## src/rtl/irq_merge_pkg.sv

```systemverilog
package irq_merge_pkg;

  // Bus line that carries a given slot/pin request.
  function automatic int unsigned route_line(input int unsigned slot,
                                             input int unsigned pin,
                                             input int unsigned nlines);
    return (slot + pin) % nlines;
  endfunction

  // Bits needed to hold a count from 0 up to total inclusive.
  function automatic int unsigned count_bits(input int unsigned total);
    return $clog2(total + 1);
  endfunction

endpackage

```

## src/rtl/irq_req_tracker.sv

```systemverilog
module irq_req_tracker #(
  parameter int unsigned NUM_SLOTS = 32,
  parameter int unsigned PINS      = 4
) (
  input  logic                      clk,
  input  logic                      rst,
  input  logic [NUM_SLOTS*PINS-1:0] req_i,
  output logic [NUM_SLOTS*PINS-1:0] state_q,
  output logic [NUM_SLOTS*PINS-1:0] rise_o,
  output logic [NUM_SLOTS*PINS-1:0] fall_o
);

  for (genvar s = 0; s < NUM_SLOTS; s++) begin : g_slot
    localparam int unsigned BASE = s * PINS;
    logic [PINS-1:0] lvl_q;
    logic [PINS-1:0] now;

    assign now = req_i[BASE +: PINS];

    always_ff @(posedge clk) begin
      if (rst) lvl_q <= '0;
      else     lvl_q <= now;
    end

    assign state_q[BASE +: PINS] = lvl_q;
    assign rise_o[BASE +: PINS]  = now & ~lvl_q;
    assign fall_o[BASE +: PINS]  = ~now & lvl_q;
  end

endmodule

```

## src/rtl/irq_line_tally.sv

```systemverilog
module irq_line_tally
  import irq_merge_pkg::*;
#(
  parameter int unsigned NUM_SLOTS = 32,
  parameter int unsigned PINS      = 4,
  parameter int unsigned NUM_LINES = 4,
  parameter int unsigned CW        = 8
) (
  input  logic [NUM_SLOTS*PINS-1:0] rise_i,
  input  logic [NUM_SLOTS*PINS-1:0] fall_i,
  output logic [NUM_LINES*CW-1:0]   up_o,
  output logic [NUM_LINES*CW-1:0]   dn_o
);

  for (genvar l = 0; l < NUM_LINES; l++) begin : g_line
    logic [CW-1:0] up;
    logic [CW-1:0] dn;

    always_comb begin
      up = '0;
      dn = '0;
      for (int unsigned s = 0; s < NUM_SLOTS; s++) begin
        for (int unsigned p = 0; p < PINS; p++) begin
          if (route_line(s, p, NUM_LINES) == l) begin
            up = up + {{(CW-1){1'b0}}, rise_i[s*PINS+p]};
            dn = dn + {{(CW-1){1'b0}}, fall_i[s*PINS+p]};
          end
        end
      end
    end

    assign up_o[l*CW +: CW] = up;
    assign dn_o[l*CW +: CW] = dn;
  end

endmodule

```

## src/rtl/irq_line_counter.sv

```systemverilog
module irq_line_counter #(
  parameter int unsigned CW = 8
) (
  input  logic          clk,
  input  logic          rst,
  input  logic [CW-1:0] up_i,
  input  logic [CW-1:0] dn_i,
  output logic [CW-1:0] cnt_q,
  output logic          line_q
);

  function automatic logic [CW-1:0] next_count(input logic [CW-1:0] cur,
                                               input logic [CW-1:0] up,
                                               input logic [CW-1:0] dn);
    return cur + up - dn;
  endfunction

  logic [CW-1:0] cnt_next;
  assign cnt_next = next_count(cnt_q, up_i, dn_i);

  always_ff @(posedge clk) begin
    if (rst) begin
      cnt_q  <= '0;
      line_q <= 1'b0;
    end else begin
      cnt_q  <= cnt_next;
      line_q <= (cnt_next != '0);
    end
  end

endmodule

```

## src/rtl/irq_line_merger.sv

```systemverilog
module irq_line_merger
  import irq_merge_pkg::*;
#(
  parameter int unsigned NUM_SLOTS = 32,
  parameter int unsigned PINS      = 4,
  parameter int unsigned NUM_LINES = 4
) (
  input  logic                      clk,
  input  logic                      rst,
  input  logic [NUM_SLOTS*PINS-1:0] req_i,
  output logic [NUM_LINES-1:0]      line_o
);

  localparam int unsigned TOTAL = NUM_SLOTS * PINS;
  localparam int unsigned CW    = count_bits(TOTAL);

  // Named internal events, visible to the bound checker.
  logic [TOTAL-1:0]        req_state;
  logic [TOTAL-1:0]        req_rise;
  logic [TOTAL-1:0]        req_fall;
  logic [NUM_LINES*CW-1:0] line_up;
  logic [NUM_LINES*CW-1:0] line_dn;
  logic [NUM_LINES*CW-1:0] cnt_flat;

  irq_req_tracker #(.NUM_SLOTS(NUM_SLOTS), .PINS(PINS)) u_track (
    .clk     (clk),
    .rst     (rst),
    .req_i   (req_i),
    .state_q (req_state),
    .rise_o  (req_rise),
    .fall_o  (req_fall)
  );

  irq_line_tally #(.NUM_SLOTS(NUM_SLOTS), .PINS(PINS),
                   .NUM_LINES(NUM_LINES), .CW(CW)) u_tally (
    .rise_i (req_rise),
    .fall_i (req_fall),
    .up_o   (line_up),
    .dn_o   (line_dn)
  );

  for (genvar l = 0; l < NUM_LINES; l++) begin : g_cnt
    irq_line_counter #(.CW(CW)) u_cnt (
      .clk    (clk),
      .rst    (rst),
      .up_i   (line_up[l*CW +: CW]),
      .dn_i   (line_dn[l*CW +: CW]),
      .cnt_q  (cnt_flat[l*CW +: CW]),
      .line_q (line_o[l])
    );
  end

endmodule

```

## config.mk

```make
export PLATFORM = sky130hd
export DESIGN_NAME = irq_line_merger
export DESIGN_NICKNAME = d
export VERILOG_FILES = /design/src/rtl/irq_merge_pkg.sv /design/src/rtl/irq_req_tracker.sv /design/src/rtl/irq_line_tally.sv /design/src/rtl/irq_line_counter.sv /design/src/rtl/irq_line_merger.sv
export SDC_FILE = /design/constraint.sdc
export NUM_CORES = 1
export LEC_CHECK = 0
export BUFFER_PORTS_ARGS = -buffer_cell sky130_fd_sc_hd__buf_2
export CORE_MARGIN = 3
export CORE_UTILIZATION = 45
export DETAILED_ROUTE_END_ITERATION = 16
export GPL_TIMING_DRIVEN = 0
export PLACE_DENSITY_LB_ADDON = 0.12
export SLEW_MARGIN = 20
export SYNTH_ARGS = -nofsm -noshare
export SYNTH_HDL_FRONTEND = slang
export SYNTH_SLANG_ARGS = --single-unit
```

## constraint.sdc

```tcl
create_clock -name clk -period 6.7 [get_ports clk]
set_clock_uncertainty 0.15 [all_clocks]
set_input_delay 1.005 -clock clk [delete_from_list [all_inputs] [get_ports clk]]
set_output_delay 1.005 -clock clk [all_outputs]
set_load 0.005 [all_outputs]
```

# After elaboration in Yosys (flattened, before gate mapping)
# Cells that the tools add are included.
[word_totals]
reg_bits = 164
inputBits = 130
out_inout_bits = 4
wordCells = 428
[classes]
n_addsub = 256
bitwise = 128
n_reduce_logical = 4
[ops]
columns = ["cell", "count"]
rows = [
  ["adder 8 x 1 -> 8 bit", 240],
  ["AND 4 bit", 64],
  ["NOT 4 bit", 64],
  ["adder 8 bit", 4],
  ["nonzero test 8 bit", 4],
  ["subtractor 8 bit", 4],
  ["adder 1 x 1 -> 2 bit", 8],
]

# Logic depth before layout (Yosys ltp)
[logic_depth]
depth_word = 36
ltp_mapped = 24
depth_no_buf = 24

# Cells and area by module
# Synthesis repeated with hierarchy kept, for this count alone.
[hier_totals]
hier_cells = 1580
hier_area_um2 = 14824.2
[by_module_without_submodules]
columns = ["module", "instances", "cells_each", "area_per_inst_um2", "seq_area_each_um2"]
rows = [
  ["irq_line_tally", 1, 690, 6610.1, 0.0],
  ["irq_req_tracker", 1, 526, 5066.1, 2562.5],
  ["irq_line_counter", 4, 91, 787.0, 180.2],
]

# Worst setup path after synthesis
# No wires, ideal clock.
[synth_timing]
kind = "input port to flip-flop"
start = "input port req_i[112]"
end = "register g_cnt[0].u_cnt.line_q"
setup_ns = 0.133
arrival_time_ns = 6.826
required_time_ns = 6.417
path_slack_ns = -0.408
path_stages = 21
path_buffers = 0
cell_sequence = "nand2b_1 > fa_1 > inv_1 > fa_1 > inv_1 > fa_1 > inv_1 > fa_1 > inv_1 > fa_1 > fa_1 > fa_1 > inv_1 > fa_1 > inv_1 > ha_1 > fa_1 > xor2_1 > or4_1 > nor3_1 > a31oi_1"
[synth_between]
elab_chain_cells = 8
elab_cells_between_ends = 14
classes_between = "add/sub (10); bitwise (3); reduce/logical (1)"
[synth_lines]
columns = ["element", "line_no", "source"]
rows = [
  ["from (decl)", "irq_line_merger.sv:10", "input logic [NUM_SLOTS*PINS-1:0] req_i,"],
  ["AND 4 bit or NOT 4 bit (tied branches)", "irq_req_tracker.sv:26, irq_req_tracker.sv:27", ""],
  ["adder 8 x 1 -> 8 bit or AND 4 bit (tied branches)", "irq_line_tally.sv:25, irq_req_tracker.sv:27", ""],
  ["adder 8 x 1 -> 8 bit, on equally long branches (3 in series)", "irq_line_tally.sv:25, irq_line_tally.sv:26", ""],
  ["adder 8 bit or adder 8 x 1 -> 8 bit (tied branches)", "irq_line_counter.sv:15, irq_line_tally.sv:26", ""],
  ["subtractor 8 bit (*)", "irq_line_counter.sv:15", "return cur + up - dn;"],
  ["nonzero test 8 bit (*)", "irq_line_counter.sv:27", "line_q <= (cnt_next != '0);"],
  ["to (signal assigned)", "irq_line_counter.sv:27", ""],
  ["to (decl)", "irq_line_counter.sv:9", "output logic line_q"],
]
# Mark *: on every way between the ends. The rest lies on a longest branch, timed or not.
# A chain may end at the register's enable or synchronous reset.

# Final worst setup path
[layout_timing]
start = "input port req_i[7]"
end = "register g_cnt[0].u_cnt.line_q"
[layout_between]
elab_chain_cells = 35
elab_cells_between_ends = 68
classes_between = "add/sub (64); bitwise (3); reduce/logical (1)"
[layout_lines]
columns = ["element", "line_no"]
rows = [
  ["AND 4 bit or NOT 4 bit (tied branches)", "irq_req_tracker.sv:26, irq_req_tracker.sv:27"],
  ["adder 1 x 1 -> 2 bit or AND 4 bit (tied branches)", "irq_line_tally.sv:25, irq_req_tracker.sv:27"],
  ["adder 8 x 1 -> 8 bit or adder 1 x 1 -> 2 bit (tied branches)", "irq_line_tally.sv:25, irq_line_tally.sv:26"],
  ["adder 8 x 1 -> 8 bit, on equally long branches (29 in series)", "irq_line_tally.sv:25, irq_line_tally.sv:26"],
  ["adder 8 bit or adder 8 x 1 -> 8 bit (tied branches)", "irq_line_counter.sv:15, irq_line_tally.sv:26"],
  ["subtractor 8 bit (*)", "irq_line_counter.sv:15"],
  ["nonzero test 8 bit (*)", "irq_line_counter.sv:27"],
]
# Marks and branches as above.

==> reports/qor.yml <==
ys_types: 28
cts_tree: "done"
clock-sinks: 164
drv_cap: 0
yosysSeqAreaShare_pct: 24.13
hpwl_um: 25440
synthToLayoutAreaGrowth_pct: 17.90
routed-via-count: 8411
relSlewSlack_pct: 23.36
arrival_ns: 6.95
globalplace.congestion: 0.8136
yosys.area.top_type: "fa_1"
tightest_slew_ns: 1.150
worstHoldPathType: "reg2reg"
hold_viol: 0
yosys-top-cells-area: "fa_1 35%, dfxtp_1 24%, nor2b_1 13%"
violations: "setup timing"
rsz0062_at_grt: "true"
die_area_sq_um: 32360
synth_fp_nets: 1778
yosysWarningCount: 0
crit_type: "in2reg"
core_sq_um: 29720
post-route-min-period_ns: 6.834
wirelength_um: 31240
tns_ns: -0.3030
max_stage_delay_ns: 0.57
period_share_pct: 102.0
drc: 0
worst_setup_path_start_kind: "input port"
crit_path_top_delay_cell: "fa_2"
htree_levels: 4
fin_ws_ns: -0.1343
start_util_pct: 45.78
grt_pass1_wl_um: 49890
outcome: "finished with violations"
root_buffer: "clkbuf_16"
die-width_um: 179.9
synth_edf_count: 0
crit_path_end_kind: "flip-flop"
vias_per_cell: 4.446
synthArstFlopShare_pct: 0
path_max_fanout: 3
synth_top_area_share_pct: 35.31
fin_nets: 1937
row_count: 63
fmax_mhz: 146.3
slew_violations: 0
clockBufferDepth: 2
die_y_um: 179.9
drive_gt1_share_pct: 21.11
yosysMostFrequentCell: "inv_1"
track_usage_pct: 20.22
grt_overflow_total: 0
wl_per_cell_um: 16.51
first_pass_iters: 4
antenna_found_initial: 1
synth_ff_type: "dfxtp_1"
n_antenna_cell: 0
final-setup-viol-count: 3
postCtsHoldBufs: 0
synth-seq-cells: 164
syn-cell-area_sq_um: 13610
ioPinCount: 134
grt_max_degree: 17
drtIter0Drc: 245
path_cells: "buf_8, nor2b_4, ha_4, fa_1, fa_2, fa_1, inv_2, fa_1, fa_2, fa_2, fa_1, inv_2, fa_1, inv_2, ha_4, fa_2, xor2_2, or4_4, nor3_4, a31oi_4"
drtAntennaViolNets: 0
critPathRequiredTime_ns: 6.81
synth_commonest_cells: "303 x inv_1, 280 x nor2b_1, 240 x fa_1"
cts_buffers: 17
grt_pass1_vias: 9189
path_common_cell: "fa_1"
portBuffers: 132
clkLatencyLatePin_ns: 0.44
syn_avg_cell_area_sq_um: 10.23
clk_pin_slew_ns: 0.07
synth_cells: 1330
[registers in the layout, summed over array words and instances (netlist names)]
signal and flops:
g_cnt.u_cnt.cnt_q 32, u_track.g_slot.lvl_q 128, g_cnt.u_cnt.line_q 4
[path summary, 6_finish.rpt]
kind	start	end	slack (ns)	cells past startpoint
max reg2reg	u_track.g_slot[1].lvl_q[3]	g_cnt[0].u_cnt.line_q	0.16	19
min	u_track.g_slot[3].lvl_q[3]	g_cnt[2].u_cnt.cnt_q[0]	0.54	3
min reg2reg	u_track.g_slot[3].lvl_q[3]	g_cnt[2].u_cnt.cnt_q[0]	0.54	3
max	req_i[7]	g_cnt[0].u_cnt.line_q	-0.13	20
[cells by family (layout without fill, tap and decap cells)]
| logic type | count (synthesis) | in the layout | share of synthesized area [%] |
|---|---|---|---|
| adders and majority gates | 318 | 318 | 42.49 |
| DFF | 164 | 164 | 24.13 |
| buffers and inverters | 327 | 499 | 9.196 |
| xor gates and xnor gates | 37 | 37 | 2.382 |
| and+or+nand+nor | 444 | 444 | 19.90 |
| AOI/OAI and AO/OA | 40 | 40 | 1.904 |
[cell type report]
| cell class | instances | area [sq um] |
|---|---|---|
| Fill cell | 2712 | 13680 |
| Sequential cell | 164 | 3283 |
| Multi-Input combinational cell | 839 | 9619 |
| Inverter | 303 | 1137 |
| Timing Repair Buffer | 140 | 822.0 |
| Tap cell | 390 | 488.0 |
| Buffer | 24 | 117.6 |
| Clock buffer | 18 | 429.2 |
| Clock inverter | 14 | 143.9 |
[placed cells by master (no fill, tap or decap), drive strengths merged, types with 11 or more instances in the layout]
| master | n |
|---|---|
| inv | 308 |
| nor2b | 280 |
| fa | 240 |
| dfxtp | 164 |
| buf | 145 |
| nand2b | 127 |
| ha | 78 |
| clkbuf | 37 |
| nor2 | 22 |
| xor2 | 19 |
| xnor2 | 18 |
| a21oi | 11 |
[metrics by stage]
stage / hold slack [ns] / area (sq um) / util [%] / worst slack (ns) / cells
after floorplan: 0.4470 / 13670 / - / -0.1163 / 1330
after global placement: 0.4657 / 14820 / 49.87 / -0.7809 / 1852
after detailed placement: 0.4810 / 14820 / 49.88 / -0.7557 / 1852
after CTS: 0.5041 / 15600 / 52.51 / -0.1806 / 1889
after global routing: 0.6075 / 16040 / 53.98 / -0.3049 / 1892
final: 0.5445 / 16040 / 53.98 / -0.1343 / 1892
[timing repair]
action	CTS	global route
setup buffers	5	3
resized for setup	46	102
cloned	0	0
pin swaps	53	80
setup endpoints to repair	6	17
[metal layers]
| layer | global-route usage (%) | vias up | wire, um |
|---|---|---|---|
| li1 | - | 4153 | - |
| met1 | 28.99 | 4129 | 14710 |
| met2 | 33.04 | 109 | 15130 |
| met3 | 3.157 | 18 | 1043 |
| met4 | 3.806 | 2 | 336 |
| met5 | 0 | - | 13 |
[worst max-delay path: cells and delay by family]
kind | cells | cell delay [ns]
buf+inv | 4 | 0.23
simple gates | 3 | 0.73
compound gates | 1 | 0.14
xor+xnor | 1 | 0.16
fa+ha+maj | 11 | 4.67
Power is left out: the tool's default activity adds up to more than one toggle a clock period on the data nets, which glitch-free logic cannot reach.
